[config.mk]
export PLATFORM = sky130hd
export DESIGN_NAME = pport_top
export DESIGN_NICKNAME = d
export VERILOG_FILES = /design/src/rtl/pport_pkg.sv /design/src/rtl/pport_regs.sv /design/src/rtl/pport_seq.sv /design/src/rtl/pport_pins.sv /design/src/rtl/pport_top.sv
export SDC_FILE = /design/constraint.sdc
export NUM_CORES = 1
export LEC_CHECK = 0
export BUFFER_PORTS_ARGS = -buffer_cell sky130_fd_sc_hd__buf_4
export CAP_MARGIN = 20
export CORE_UTILIZATION = 38
export CTS_CLUSTER_DIAMETER = 80
export DETAILED_ROUTE_END_ITERATION = 12
export SYNTH_ARGS = -nofsm -noshare
export SYNTH_HDL_FRONTEND = slang
export SYNTH_SLANG_ARGS = --single-unit
[constraint.sdc]
create_clock -name clk -period 2.8 [get_ports clk]
set_input_delay 0.28 -clock clk [delete_from_list [all_inputs] [get_ports clk]]
set_output_delay 0.28 -clock clk [all_outputs]
set_load 0.05 [all_outputs]
[src/rtl/pport_pkg.sv]
package pport_pkg;
  localparam int unsigned DW    = 8;
  localparam int unsigned CTL_W = 4;
  localparam int unsigned STS_W = 5;
  localparam int unsigned AW    = 3;

  typedef enum logic [1:0] {M_LEGACY = 2'd0, M_BIDIR = 2'd1, M_ENH = 2'd2, M_RSVD = 2'd3} mode_t;
  typedef enum logic [1:0] {S_IDLE, S_SETUP, S_STROBE, S_HOLD} seq_t;

  localparam logic [AW-1:0] A_DATA = 3'd0;
  localparam logic [AW-1:0] A_STAT = 3'd1;
  localparam logic [AW-1:0] A_CTRL = 3'd2;
  localparam logic [AW-1:0] A_MODE = 3'd3;
  localparam logic [AW-1:0] A_LIM  = 3'd4;
  localparam logic [AW-1:0] A_EADR = 3'd5;
  localparam logic [AW-1:0] A_EDAT = 3'd6;
  localparam logic [AW-1:0] A_ERD  = 3'd7;

  // a phase has run out once its counter reaches the limit
  function automatic logic phase_expired(input logic [15:0] cnt, input logic [15:0] lim);
    return cnt >= lim;
  endfunction
endpackage

[src/rtl/pport_regs.sv]
module pport_regs
  import pport_pkg::*;
#(
  parameter int unsigned TMO_W     = 8,
  parameter int unsigned TMO_RESET = 16
) (
  input  logic             clk,
  input  logic             rst_n,
  input  logic             en,
  input  logic             sel,
  input  logic             wr,
  input  logic [AW-1:0]    addr,
  input  logic [DW-1:0]    wdata,
  output logic [DW-1:0]    rdata,
  input  logic [DW-1:0]    pd_in,
  input  logic [STS_W-1:0] sts_in,
  input  logic             seq_busy,
  input  logic [DW-1:0]    cap_data,
  input  logic             tmo_evt,
  output mode_t            mode_q,
  output logic [DW-1:0]    data_q,
  output logic [CTL_W-1:0] ctl_q,
  output logic             dir_q,
  output logic [TMO_W-1:0] limit_q,
  output logic             start,
  output logic             start_addr,
  output logic             start_read,
  output logic [DW-1:0]    start_byte,
  output logic             tmo_sticky
);
  logic wr_hit, cyc_reg;
  assign wr_hit  = sel && wr;
  assign cyc_reg = (addr == A_EADR) || (addr == A_EDAT) || (addr == A_ERD);

  assign start      = wr_hit && cyc_reg && en && (mode_q == M_ENH) && !seq_busy;
  assign start_addr = (addr == A_EADR) || ((addr == A_ERD) && !wdata[0]);
  assign start_read = (addr == A_ERD);
  assign start_byte = wdata;

  always_ff @(posedge clk or negedge rst_n) begin
    if (!rst_n) begin
      mode_q     <= M_LEGACY;
      data_q     <= '0;
      ctl_q      <= '0;
      dir_q      <= 1'b0;
      limit_q    <= TMO_W'(TMO_RESET);
      tmo_sticky <= 1'b0;
    end else begin
      if (wr_hit) begin
        case (addr)
          A_DATA: data_q <= wdata;
          A_CTRL: begin ctl_q <= wdata[CTL_W-1:0]; dir_q <= wdata[5]; end
          A_MODE: mode_q <= mode_t'(wdata[1:0]);
          A_LIM:  limit_q <= wdata[TMO_W-1:0];
          A_STAT: if (wdata[6]) tmo_sticky <= 1'b0;
          default: ;
        endcase
      end
      if (tmo_evt) tmo_sticky <= 1'b1;
    end
  end

  always_comb begin
    rdata = '0;
    case (addr)
      A_DATA: rdata = (mode_q == M_BIDIR && dir_q) ? pd_in : data_q;
      A_STAT: rdata = {seq_busy, tmo_sticky, {(DW-1-STS_W-1){1'b0}}, sts_in};
      A_CTRL: rdata = {2'b00, dir_q, 1'b0, ctl_q};
      A_MODE: rdata = {6'd0, mode_q};
      A_LIM:  rdata = DW'(limit_q);
      A_ERD:  rdata = cap_data;
      default: rdata = '0;
    endcase
  end


  sticky_set_chk: assert property (@(posedge clk) disable iff (!rst_n) tmo_evt |=> tmo_sticky);
endmodule

[src/rtl/pport_seq.sv]
module pport_seq
  import pport_pkg::*;
#(
  parameter int unsigned TMO_W = 8
) (
  input  logic             clk,
  input  logic             rst_n,
  input  logic             en,
  input  logic             start,
  input  logic             start_addr,
  input  logic             start_read,
  input  logic [DW-1:0]    start_byte,
  input  logic [TMO_W-1:0] limit,
  input  logic             wait_in,
  input  logic [DW-1:0]    pd_in,
  output logic             busy,
  output logic             wr_act,
  output logic             rd_act,
  output logic             astb_act,
  output logic             dstb_act,
  output logic [DW-1:0]    wbyte_q,
  output logic [DW-1:0]    cap_q,
  output logic             tmo_evt
);
  seq_t             state;
  logic [TMO_W-1:0] cnt;
  logic             is_addr_q, is_read_q;
  logic             strobe_on, expired, strobe_to, hold_to;

  assign expired   = phase_expired(16'(cnt), 16'(limit));
  assign strobe_on = (state == S_STROBE);
  assign strobe_to = strobe_on && !wait_in && expired;
  assign hold_to   = (state == S_HOLD) && wait_in && expired;
  assign tmo_evt   = en && (strobe_to || hold_to);

  always_ff @(posedge clk or negedge rst_n) begin
    if (!rst_n) begin
      state     <= S_IDLE;
      cnt       <= '0;
      is_addr_q <= 1'b0;
      is_read_q <= 1'b0;
      wbyte_q   <= '0;
      cap_q     <= '0;
    end else if (!en) begin
      state <= S_IDLE;
    end else begin
      case (state)
        S_IDLE: if (start) begin
          state     <= S_SETUP;
          is_addr_q <= start_addr;
          is_read_q <= start_read;
          if (!start_read) wbyte_q <= start_byte;
          cnt       <= '0;
        end
        S_SETUP: begin state <= S_STROBE; cnt <= '0; end
        S_STROBE: begin
          if (wait_in) begin
            state <= S_HOLD;
            cnt   <= '0;
            if (is_read_q) cap_q <= pd_in;
          end else if (expired) state <= S_IDLE;
          else cnt <= cnt + 1'b1;
        end
        S_HOLD: begin
          if (!wait_in || expired) state <= S_IDLE;
          else cnt <= cnt + 1'b1;
        end
        default: state <= S_IDLE;
      endcase
    end
  end

  assign busy     = (state != S_IDLE);
  assign astb_act = strobe_on && is_addr_q;
  assign dstb_act = strobe_on && !is_addr_q;
  assign wr_act   = busy && !is_read_q;
  assign rd_act   = busy && is_read_q;


  setup_first_chk: assert property (@(posedge clk) disable iff (!rst_n)
    $rose(strobe_on) |-> $past(state) == S_SETUP);

  strobe_release_chk: assert property (@(posedge clk) disable iff (!rst_n)
    $fell(strobe_on) |-> ($past(wait_in) || $past(tmo_evt) || !$past(en)));

  start_idle_chk: assert property (@(posedge clk) disable iff (!rst_n)
    start |-> !busy);
endmodule

[src/rtl/pport_pins.sv]
module pport_pins
  import pport_pkg::*;
(
  input  logic             clk,
  input  logic             rst_n,
  input  logic             en,
  input  mode_t            mode,
  input  logic             dir,
  input  logic [DW-1:0]    data_q,
  input  logic [CTL_W-1:0] ctl_q,
  input  logic [DW-1:0]    wbyte,
  input  logic             wr_act,
  input  logic             rd_act,
  input  logic             astb_act,
  input  logic             dstb_act,
  output logic [DW-1:0]    pd_out,
  output logic             pd_oe,
  output logic             buf_dir,
  output logic [CTL_W-1:0] ctl_out,
  output logic             wr_n,
  output logic             astb_n,
  output logic             dstb_n
);
  always_comb begin
    pd_out  = '0;
    pd_oe   = 1'b0;
    buf_dir = 1'b0;
    ctl_out = '0;
    wr_n    = 1'b1;
    astb_n  = 1'b1;
    dstb_n  = 1'b1;
    if (en) begin
      ctl_out = ctl_q;
      case (mode)
        M_BIDIR: begin pd_out = data_q; pd_oe = !dir; buf_dir = dir; end
        M_ENH: begin
          pd_out  = wbyte;
          pd_oe   = wr_act;
          buf_dir = rd_act;
          wr_n    = !wr_act;
          astb_n  = !astb_act;
          dstb_n  = !dstb_act;
        end
        default: begin pd_out = data_q; pd_oe = 1'b1; end
      endcase
    end
  end


  off_quiet_chk: assert property (@(posedge clk) disable iff (!rst_n)
    !en |-> (!pd_oe && !buf_dir && astb_n && dstb_n && wr_n));

  no_contention_chk: assert property (@(posedge clk) disable iff (!rst_n)
    !(pd_oe && buf_dir));

  one_strobe_chk: assert property (@(posedge clk) disable iff (!rst_n)
    astb_n || dstb_n);
endmodule

[src/rtl/pport_top.sv]
module pport_top
  import pport_pkg::*;
#(
  parameter int unsigned TMO_W     = 8,
  parameter int unsigned TMO_RESET = 16
) (
  input  logic             clk,
  input  logic             rst_n,
  input  logic             port_en,
  input  logic             bus_sel,
  input  logic             bus_wr,
  input  logic [AW-1:0]    bus_addr,
  input  logic [DW-1:0]    bus_wdata,
  output logic [DW-1:0]    bus_rdata,
  input  logic [DW-1:0]    pd_in,
  output logic [DW-1:0]    pd_out,
  output logic             pd_oe,
  output logic             buf_dir,
  output logic [CTL_W-1:0] ctl_out,
  input  logic [STS_W-1:0] sts_in,
  output logic             wr_n,
  output logic             astb_n,
  output logic             dstb_n,
  input  logic             wait_in
);
  mode_t            mode_q;
  logic [DW-1:0]    data_q, start_byte, wbyte_q, cap_q;
  logic [CTL_W-1:0] ctl_q;
  logic [TMO_W-1:0] limit_q;
  logic dir_q, start, start_addr, start_read, tmo_sticky;
  logic busy, wr_act, rd_act, astb_act, dstb_act, tmo_evt;

  pport_regs #(.TMO_W(TMO_W), .TMO_RESET(TMO_RESET)) u_regs (
    .clk(clk), .rst_n(rst_n), .en(port_en), .sel(bus_sel), .wr(bus_wr),
    .addr(bus_addr), .wdata(bus_wdata), .rdata(bus_rdata), .pd_in(pd_in),
    .sts_in(sts_in), .seq_busy(busy), .cap_data(cap_q), .tmo_evt(tmo_evt),
    .mode_q(mode_q), .data_q(data_q), .ctl_q(ctl_q), .dir_q(dir_q),
    .limit_q(limit_q), .start(start), .start_addr(start_addr),
    .start_read(start_read), .start_byte(start_byte), .tmo_sticky(tmo_sticky));

  pport_seq #(.TMO_W(TMO_W)) u_seq (
    .clk(clk), .rst_n(rst_n), .en(port_en), .start(start),
    .start_addr(start_addr), .start_read(start_read), .start_byte(start_byte),
    .limit(limit_q), .wait_in(wait_in), .pd_in(pd_in), .busy(busy),
    .wr_act(wr_act), .rd_act(rd_act), .astb_act(astb_act), .dstb_act(dstb_act),
    .wbyte_q(wbyte_q), .cap_q(cap_q), .tmo_evt(tmo_evt));

  pport_pins u_pins (
    .clk(clk), .rst_n(rst_n), .en(port_en), .mode(mode_q), .dir(dir_q),
    .data_q(data_q), .ctl_q(ctl_q), .wbyte(wbyte_q), .wr_act(wr_act),
    .rd_act(rd_act), .astb_act(astb_act), .dstb_act(dstb_act),
    .pd_out(pd_out), .pd_oe(pd_oe), .buf_dir(buf_dir), .ctl_out(ctl_out),
    .wr_n(wr_n), .astb_n(astb_n), .dstb_n(dstb_n));
endmodule

==> results of run 1 <==
## kinds of logic after synthesis
kind of cell,Yosys count
multiplexers,46
AND/OR/NAND/NOR,91
adder cells (fa/ha/maj),11
flip-flops,52
AO/OA/AOI/OAI,70
buffers and inverters,25
## per-stage QoR
step	power [µW]	util, %	setup WS (ps)
finish	2250	48.5	306
global route	2410	48.5	146
CTS	2290	48.5	264
detailed placement	1840	47.2	481
global placement	1820	47.2	575
floorplan	1580	-	206
## state kept, by name, summed over array words and instances (netlist names)
register and cells:
u_seq.wbyte_q 8, u_regs.tmo_sticky 1, u_seq.is_read_q 1, u_regs.ctl_q 4, u_seq.state 2, u_seq.cnt 8
u_regs.data_q 8, u_seq.cap_q 8, u_regs.limit_q 8, u_regs.mode_q 2, u_regs.dir_q 1, u_seq.is_addr_q 1
## cell usage after synthesis, types with 2 or more instances
cell type	n	area [µm²]
nand3b_1	2	15.0
nand2_1	31	116
mux2i_1	15	150
and3_1	4	25.0
clkbuf_1	6	22.5
nand4_1	5	31.3
nor2b_1	12	75.1
inv_1	15	56.3
mux2_2	31	349
a22o_1	2	17.5
and2_1	6	37.5
a221oi_1	2	17.5
a21oi_1	9	45.0
nand2b_1	6	37.5
dfrtp_1	51	1280
buf_1	2	7.51
nor3b_1	2	15.0
nor2_1	10	37.5
o21a_1	5	37.5
o31a_1	2	17.5
nand3_1	6	30.0
a22oi_1	6	45.0
ha_1	11	138
o21ai_0	28	140
a31oi_1	5	31.3
## power groups by stage
stage | Clock, µW | Combinational [µW] | Sequential (µW)
2_1_floorplan | 0 | 584 | 993
3_3_place_gp | 0 | 795 | 1020
3_5_place_dp | 0 | 811 | 1030
4_1_cts | 461 | 813 | 1010
5_1_grt | 483 | 891 | 1030
6_report | 442 | 800 | 1010
## critical path, cell delays in order, from the launching register on
cell,delay (ps)
dfrtp_1,380
inv_1,70
ha_1,190
nand2_1,420
mux2_2,400
a2bb2oi_1,150
o22ai_1,100
buf_4,200
## cell type report
| type | instances | area [µm²] |
|---|---|---|
| Fill cell | 717 | 3820 |
| Sequential cell | 52 | 1300 |
| Tap cell | 99 | 124 |
| Inverter | 15 | 56.3 |
| Timing Repair Buffer | 59 | 443 |
| Clock inverter | 2 | 10.0 |
| Clock buffer | 6 | 82.6 |
| Multi-Input combinational cell | 218 | 1570 |
## final timing paths
check	from	to	slack, ps	depth (start not counted)
worst min register to register	u_seq.wbyte_q[2]	u_seq.wbyte_q[2]	510	1
worst min-delay path	rst_n	u_regs.ctl_q[1]	0.3	1
worst max register to register	u_seq.cnt[0]	u_seq.cnt[0]	580	8
min in group clk	bus_wdata[7]	u_regs.limit_q[7]	190	3
worst max-delay path	u_regs.mode_q[1]	bus_rdata[0]	310	7
max in group asynchronous	rst_n	u_seq.cnt[0]	2360	1
## metal layers
layer	track usage, %	vias to the layer above
met5	0	-
met3	2.95	7
met1	26.5	1175
met2	32.1	47
met4	4.84	0
li1	-	1175
==> impl_metrics.yaml, run 1 <==
status:
  status: "completed"
sta:
  worstMarginPinSlew_ps: 663
  slew_violations: 0
  setup-violations-final: 0
  skew_ps: 9.66
  tns_ps: 0
  slew_headroom_pct: 55.8
  layout_worst_path_cycle_share_pct: 89.1
  max_freq_mhz: 401
  rsz0062_at_grt: "false"
  hold_slack_ps: 0.338
  post-route-min-period_ps: 2490
  hold_violations: 0
detailed_routing:
  avgRoutedWirePerCell_um: 16.6
  drt_iter0_markers: 77
  wl_met1_um: 3480
  drc: 0
  wl_met2_um: 3620
  ant_nets: 0
  vias: 2404
  top_layer: "met4"
  dr.pass1.iters: 4
  post_drt_via_cell_ratio: 5.33
  wl_met3_um: 303
  wirelength_um: 7470
finish:
  syn2layout_area_growth_pct: 20.6
  final_cell_mix: "buf_4 (59), dfrtp_1 (51), nand2_1 (31), mux2_2 (31), o21ai_0 (28)"
  finish.instance_area_um2: 3590
  final_common_cell: "buf_4"
  drive_gt1_share_pct: 30.4
  fin_nets: 392
  finalNonFillerCells: 451
  diodes: 0
yosys:
  syn-cell-area_um2: 2980
  synth.area.mux_share_pct: 16.8
  synth_cell_types: 46
  synth_edf_count: 0
  synthFlopType: "dfrtp_1"
  synth_warnings: 0
  ys_ff_latch: 52
  synth_top_family_by_area: "multiplexers"
  synth_compound_area_share_pct: 15.0
  synthAdderAreaFrac_pct: 4.62
  syn_inst: 295
  syn_avg_cell_area_um2: 10.1
  ys_seq_area_share_pct: 43.8
  synthSimpleGateAreaFrac_pct: 16.4
  synthXorXnorAreaFrac_pct: 0
  async_flop_share_pct: 100
  synth_nets: 336
worst_setup_path:
  arrival_ps: 2210
  endpoint_kind: "primary output"
  path_class: "reg2out"
  critPathLaunchType: "flip-flop"
  worstPathRequired_ps: 2520
  path_max_fanout: 9
grt:
  antenna_found_initial: 0
  grt_usage_pct: 19.4
  grt.overflow.total: 0
  grt_start_max_net_pins: 53
  grt_pass1_wl_um: 12500
  grt_pass1_vias: 2371
pwr:
  swShare_pct: 36.2
  pwr-share-clk_pct: 19.6
  p_per_area_nw_per_um2: 628
  p_int_uw: 1440
  seqPwrFrac_pct: 44.9
  combPwrFrac_pct: 35.5
  ir_worst_vdd_uv: 201
  p_leak_uw: 0.00171
  power.switching_uw: 815
clocking:
  tritoncts: "built"
  htreeDepth: 2
  postCtsHoldBufs: 0
  cts_num_sinks: 52
  clkTransAtPathRegs_ps: 100
  cts_root_buf: "clkbuf_8"
  cts_max_path_buffers: 2
  cts_setup_buffers: 0
  cts_resized: 0
  cts_buffers: 5
  insertion_delay_ps: 310
floorplan:
  die_x_um: 90.5
  coreArea_um2: 7410
  io_pins: 55
  die_height_um: 90.5
  initial_core_util_pct: 40.2
  rows: 31
  fp.dieArea_um2: 8190
job:
  cap_violations: 0
placed_design:
  gp_congestion: 0.812
  dp.cells: 443
  port_buffers: 54
  place_area_um2: 3500
  place_hpwl_um: 5570
min_path:
  min_path_type: "in2async"
(Power assumes the default switching activity.)
==> inputs of run 2 (changes only) <==
- SKIP_CTS_REPAIR_TIMING: unset -> 1
- SYNTH_HIERARCHICAL: unset -> 1
==> run 2 against run 1 <==
Compared with the run above: the flow now finishes with violations (negative hold slack); setup slack better by 110 ps; synthesized area up 9.8%; first-iteration DRC count up 82%; largest cell class unchanged; non-clock buffer count down 3.
==> impl_metrics.yaml, run 2 <==
finish:
  syn2layout_area_growth_pct: 15.9
  final_common_cell: "buf_4"
  fin_nets: 384
  drive_gt1_share_pct: 36.7
  final_cell_mix: "buf_4 (56), dfrtp_1 (51), mux2_2 (43)"
  diodes: 0
grt:
  grt_pass1_vias: 2464
  grt.overflow.total: 0
  grt_usage_pct: 19.7
  grt_start_max_net_pins: 53
  antenna_found_initial: 0
  grt_pass1_wl_um: 13100
yosys:
  synthAdderAreaFrac_pct: 4.59
  ys_seq_area_share_pct: 39.9
  synth.area.mux_share_pct: 19.7
  synth_nets: 342
  syn_avg_cell_area_um2: 10.9
  synth_area_leaders: "dfrtp_1 (39%), mux2_2 (15%), mux2i_1 (4.9%)"
  async_flop_share_pct: 100
  synth_commonest_cells: "dfrtp_1 (51), mux2_2 (43), mux2i_1 (16), inv_1 (15), a21oi_1 (14)"
  synth_top_family_by_area: "multiplexers"
  syn-cell-area_um2: 3270
  synth_edf_count: 0
  synth_compound_area_share_pct: 14.2
  synthFlopType: "dfrtp_1"
  ys_ff_latch: 52
  yosysTopAreaCell: "dfrtp_1"
  yosysTopAreaCellShare_pct: 39.1
  synth_cell_types: 55
  syn_inst: 300
  yosysMostFrequentCell: "dfrtp_1"
  synthSimpleGateAreaFrac_pct: 15.8
  synth_warnings: 6
  synthXorXnorAreaFrac_pct: 0.268
detailed_routing:
  wl_met1_um: 3870
  top_layer: "met4"
  wl_met2_um: 3750
  dr.pass1.iters: 4
  ant_nets: 0
  post_drt_via_cell_ratio: 5.46
  wirelength_um: 8100
  drc: 0
  avgRoutedWirePerCell_um: 18.1
  wl_met3_um: 380
  drt_iter0_markers: 140
  vias: 2448
clocking:
  htreeDepth: 2
  tritoncts: "built"
  cts_buffers: 5
  cts_max_path_buffers: 2
  cts_num_sinks: 52
  cts_root_buf: "clkbuf_8"
  clkTransAtPathRegs_ps: 110
  insertion_delay_ps: 310
worst_setup_path:
  critPathTopFamily: "simple AND/OR/NAND/NOR gates"
  cpPeakStageDelay_ps: 560
  rr_worst_depth: 8
  reg2reg_from: "u_regs/limit_q[7]"
  critPathSlowestCell: "nand3b_1"
  path_class: "reg2out"
  timing.critical_path.buf_inv: 1
  worstPathRequired_ps: 2520
  endpoint_kind: "primary output"
  cp_cell_sequence: "nand3b_1 -> mux2i_1 -> o221ai_1 -> buf_4"
  critPathLaunchType: "flip-flop"
  path_max_fanout: 8
  arrival_ps: 2110
  r2r_slack_ps: 630
  r2r_end: "u_seq/cnt[7]"
  path_depth: 4
sta:
  slew_violations: 0
  tns_ps: 0
  rsz0062_at_grt: "false"
  slew_headroom_pct: 54.6
  fin_ws_ps: 413
  layout_worst_path_cycle_share_pct: 85.2
  hold_violations: 12
  max_freq_mhz: 419
  hold_slack_ps: -11.5
  skew_ps: 10.1
  setup-violations-final: 0
  post-route-min-period_ps: 2390
  worstMarginPinSlew_ps: 676
pwr:
  swShare_pct: 36.8
  p_int_uw: 1310
  ir_worst_vdd_uv: 248
  p_per_area_nw_per_um2: 548
  power.switching_uw: 764
  seqPwrFrac_pct: 45.1
  pwr-share-clk_pct: 21.6
  combPwrFrac_pct: 33.3
  p_leak_uw: 0.00177
placed_design:
  port_buffers: 54
  dp_slack_ps: 611
  place_hpwl_um: 5860
  gp_congestion: 0.763
floorplan:
  rows: 33
  die_x_um: 94.7
  initial_core_util_pct: 39.6
  fp.dieArea_um2: 8980
  die_height_um: 94.7
  io_pins: 55
  coreArea_um2: 8260
status:
  status: "complete, but fails checks"
  violations: "negative hold slack"
min_path:
  min_path_type: "in2async"
job:
  cap_violations: 0
run 2: kinds of logic after synthesis:
| group | after synthesis |
|---|---|
| buf+inv | 37 |
| fa+ha+maj | 12 |
| xor+xnor | 1 |
| mux | 59 |
| compound gates | 56 |
| flops | 52 |
| simple gates | 83 |
run 2: per-layer routing:
layer	vias to the layer above	GRT usage, %
li1	1180	-
met1	1205	27.7
met2	56	31.1
met3	7	3.78
met4	0	4.80
met5	-	0
run 2: final cells by class:
cell class / instances / area [µm²]
fillers: 802 / 4470
multi-input cells: 211 / 1780
flip-flops and latches: 52 / 1300
repair buffers: 56 / 420
well taps: 105 / 131
clock buffers: 5 / 68.8
inverters: 16 / 60.1
clock inverters: 3 / 21.3
run 2: worst max-delay path by stage:
stage / slack [ps] / endpoint / start
final: 410 / bus_rdata[7] / u_regs/mode_q[1]
after global routing: 270 / bus_rdata[6] / u_regs/mode_q[1]
after CTS: 360 / bus_rdata[7] / u_regs/mode_q[1]
after detailed placement: 610 / u_seq/wbyte_q[5] / bus_addr[0]
after global placement: 660 / u_seq/wbyte_q[0] / bus_addr[0]
after floorplan: 580 / pd_oe / u_regs/mode_q[0]
run 2: metrics by stage:
| stage | total power, µW | hold WS, ps | cells | utilization [%] | instance area (µm²) |
|---|---|---|---|---|---|
| floorplan | 1440 | -15.6 | 300 | - | 3270 |
| global placement | 1640 | 371 | 440 | 44.8 | 3700 |
| detailed placement | 1650 | 372 | 440 | 44.8 | 3700 |
| CTS | 2110 | 17.4 | 448 | 45.9 | 3790 |
| global route | 2210 | 34.2 | 448 | 45.9 | 3790 |
| finish | 2080 | -11.5 | 448 | 45.9 | 3790 |
run 2: power groups by stage:
stage | clock network [µW] | logic (µW) | registers (µW)
final | 449 | 691 | 937
after detailed placement | 0 | 693 | 954
after CTS | 469 | 698 | 938
after global routing | 505 | 751 | 954
after floorplan | 0 | 517 | 919
after global placement | 0 | 682 | 954
==> inputs of run 3 (changes only) <==
- CORE_UTILIZATION: 38 -> 48
- PLACE_DENSITY: unset -> 0.7
==> run 3 against run 2 <==
Compared with the run above: maximum frequency about the same; core utilization up 12 points; die area down 20%; sequential power about the same; clock skew down 0.57 ps; final area down 0.56%; setup slack worse by 1.6 ps; the run ends with design-rule violations, negative hold slack left; total power up 0.58%.
==> impl_metrics.yaml, run 3 (synthesis gave the netlist of run 2 again) <==
status:
  status: "complete, but fails checks"
  violations: "design-rule violations, negative hold slack"
worst_setup_path:
  worstPathRequired_ps: 2520
  r2r_slack_ps: 590
  endpoint_kind: "primary output"
  cpPeakStageDelay_ps: 550
  critPathSlowestCell: "nand3b_1"
  r2r_end: "u_seq/wbyte_q[6]"
  reg2reg_from: "u_seq/state[1]"
  critPathLaunchType: "flip-flop"
  path_max_fanout: 8
  rr_worst_depth: 7
  cp_cell_sequence: "nand3b_1 -> mux2i_1 -> o221ai_1 -> buf_4"
  path_class: "reg2out"
  arrival_ps: 2110
  timing.critical_path.buf_inv: 1
  critPathTopFamily: "simple AND/OR/NAND/NOR gates"
finish:
  fin_util_pct: 58.3
  drive_gt1_share_pct: 36.9
  syn2layout_area_growth_pct: 15.3
  fin_nets: 385
  finish.instance_area_um2: 3770
  seq_area_um2: 1300
  final_cell_mix: "buf_4 (57), dfrtp_1 (51), mux2_2 (43)"
  fill_cells: 570
  final_common_cell: "buf_4"
  diodes: 0
  multi_input_area_um2: 1780
floorplan:
  rows: 29
  fp.dieArea_um2: 7140
  die_x_um: 84.5
  initial_core_util_pct: 50.6
  die_height_um: 84.5
  io_pins: 55
  coreArea_um2: 6460
grt:
  met2_usage_pct: 35.8
  top_usage_layer: "met2"
  grtUsageMet3_pct: 3.15
  grt_pass1_wl_um: 12700
  grt_util_met1_pct: 33.7
  grt_start_max_net_pins: 53
  grt_usage_pct: 22.9
  grt_pass1_vias: 2404
  antenna_found_initial: 0
  grt.overflow.total: 0
sta:
  tns_ps: 0
  rsz0062_at_grt: "false"
  post-route-min-period_ps: 2390
  slew_violations: 0
  max_freq_mhz: 419
  setup-violations-final: 0
  slew_headroom_pct: 45.4
  fin_ws_ps: 412
  skew_ps: 9.48
  hold_violations: 19
  layout_worst_path_cycle_share_pct: 85.3
  worstMarginPinSlew_ps: 813
  hold_slack_ps: -27.1
detailed_routing:
  dr.pass1.iters: 8
  drt_iter0_markers: 154
  post_drt_via_cell_ratio: 5.97
  drc: 3
  ant_nets: 0
  wirelength_um: 7750
  avgRoutedWirePerCell_um: 18.4
  vias: 2513
clocking:
  htreeDepth: 2
  tritoncts: "built"
  cts_max_path_buffers: 2
  insertion_delay_ps: 320
  cts_buffers: 5
  clkTransAtPathRegs_ps: 110
  cts_num_sinks: 52
  cts_root_buf: "clkbuf_8"
pwr:
  combPwrFrac_pct: 33.1
  pwr-share-clk_pct: 22.2
  power.switching_uw: 770
  swShare_pct: 36.8
  p_per_area_nw_per_um2: 554
  p_int_uw: 1320
  ir_worst_vdd_uv: 312
  seqPwrFrac_pct: 44.7
  p_leak_uw: 0.00178
placed_design:
  port_buffers: 54
  dp_slack_ps: 590
  gp_congestion: 0.884
  place_hpwl_um: 5630
  place_area_um2: 3670
min_path:
  min_path_type: "in2async"
job:
  cap_violations: 0
run 3: changes by cell type in the layout (fill, tap and decap cells not counted):
cell	previous run	this run
clkinv_4	0	1
inv_6	1	0
inv_8	0	1
buf_4	56	57
clkinv_2	1	0
run 3: per-stage QoR:
step                      std cells  total power [µW]
after detailed placement        413              1640
after global placement          413              1630
final                           421              2090
after CTS                       421              2110
after floorplan                 300              1440
after global routing            421              2200
run 3: area by class of cell:
class	instances	area share, %
Timing Repair Buffer	57	11.4
Multi-Input combinational cell	211	47.4
Clock inverter	3	0.731
Inverter	16	1.59
Clock buffer	5	1.83
Tap cell	77	2.56
Sequential cell	52	34.6
run 3: power by group through the flow:
stage                     combinational (µW)  clock (µW)  sequential [µW]
after detailed placement                 691           0              951
final                                    691         463              935
after floorplan                          517           0              919
after global routing                     750         497              950
after global placement                   684           0              949
after CTS                                695         476              935
run 3: worst max-delay path by stage:
| stage | start | depth (start not counted) | slack [ps] | to |
|---|---|---|---|---|
| 2_1_floorplan | u_regs/mode_q[0] | 4 | 580 | pd_oe |
| 3_3_place_gp | bus_addr[0] | 8 | 650 | u_seq/wbyte_q[0] |
| 3_5_place_dp | bus_addr[0] | 8 | 590 | u_seq/wbyte_q[0] |
| 4_1_cts | u_regs/mode_q[1] | 4 | 380 | bus_rdata[6] |
| 5_1_grt | u_regs/mode_q[1] | 4 | 290 | bus_rdata[6] |
| 6_report | u_regs/mode_q[1] | 4 | 410 | bus_rdata[6] |
run 3: layer usage:
layer | part of all wire (%) | vias to the layer above
met3 | 3.7 | 8
met5 | 0 | -
li1 | - | 1182
met1 | 49 | 1245
met2 | 46 | 78
met4 | 1.3 | 0
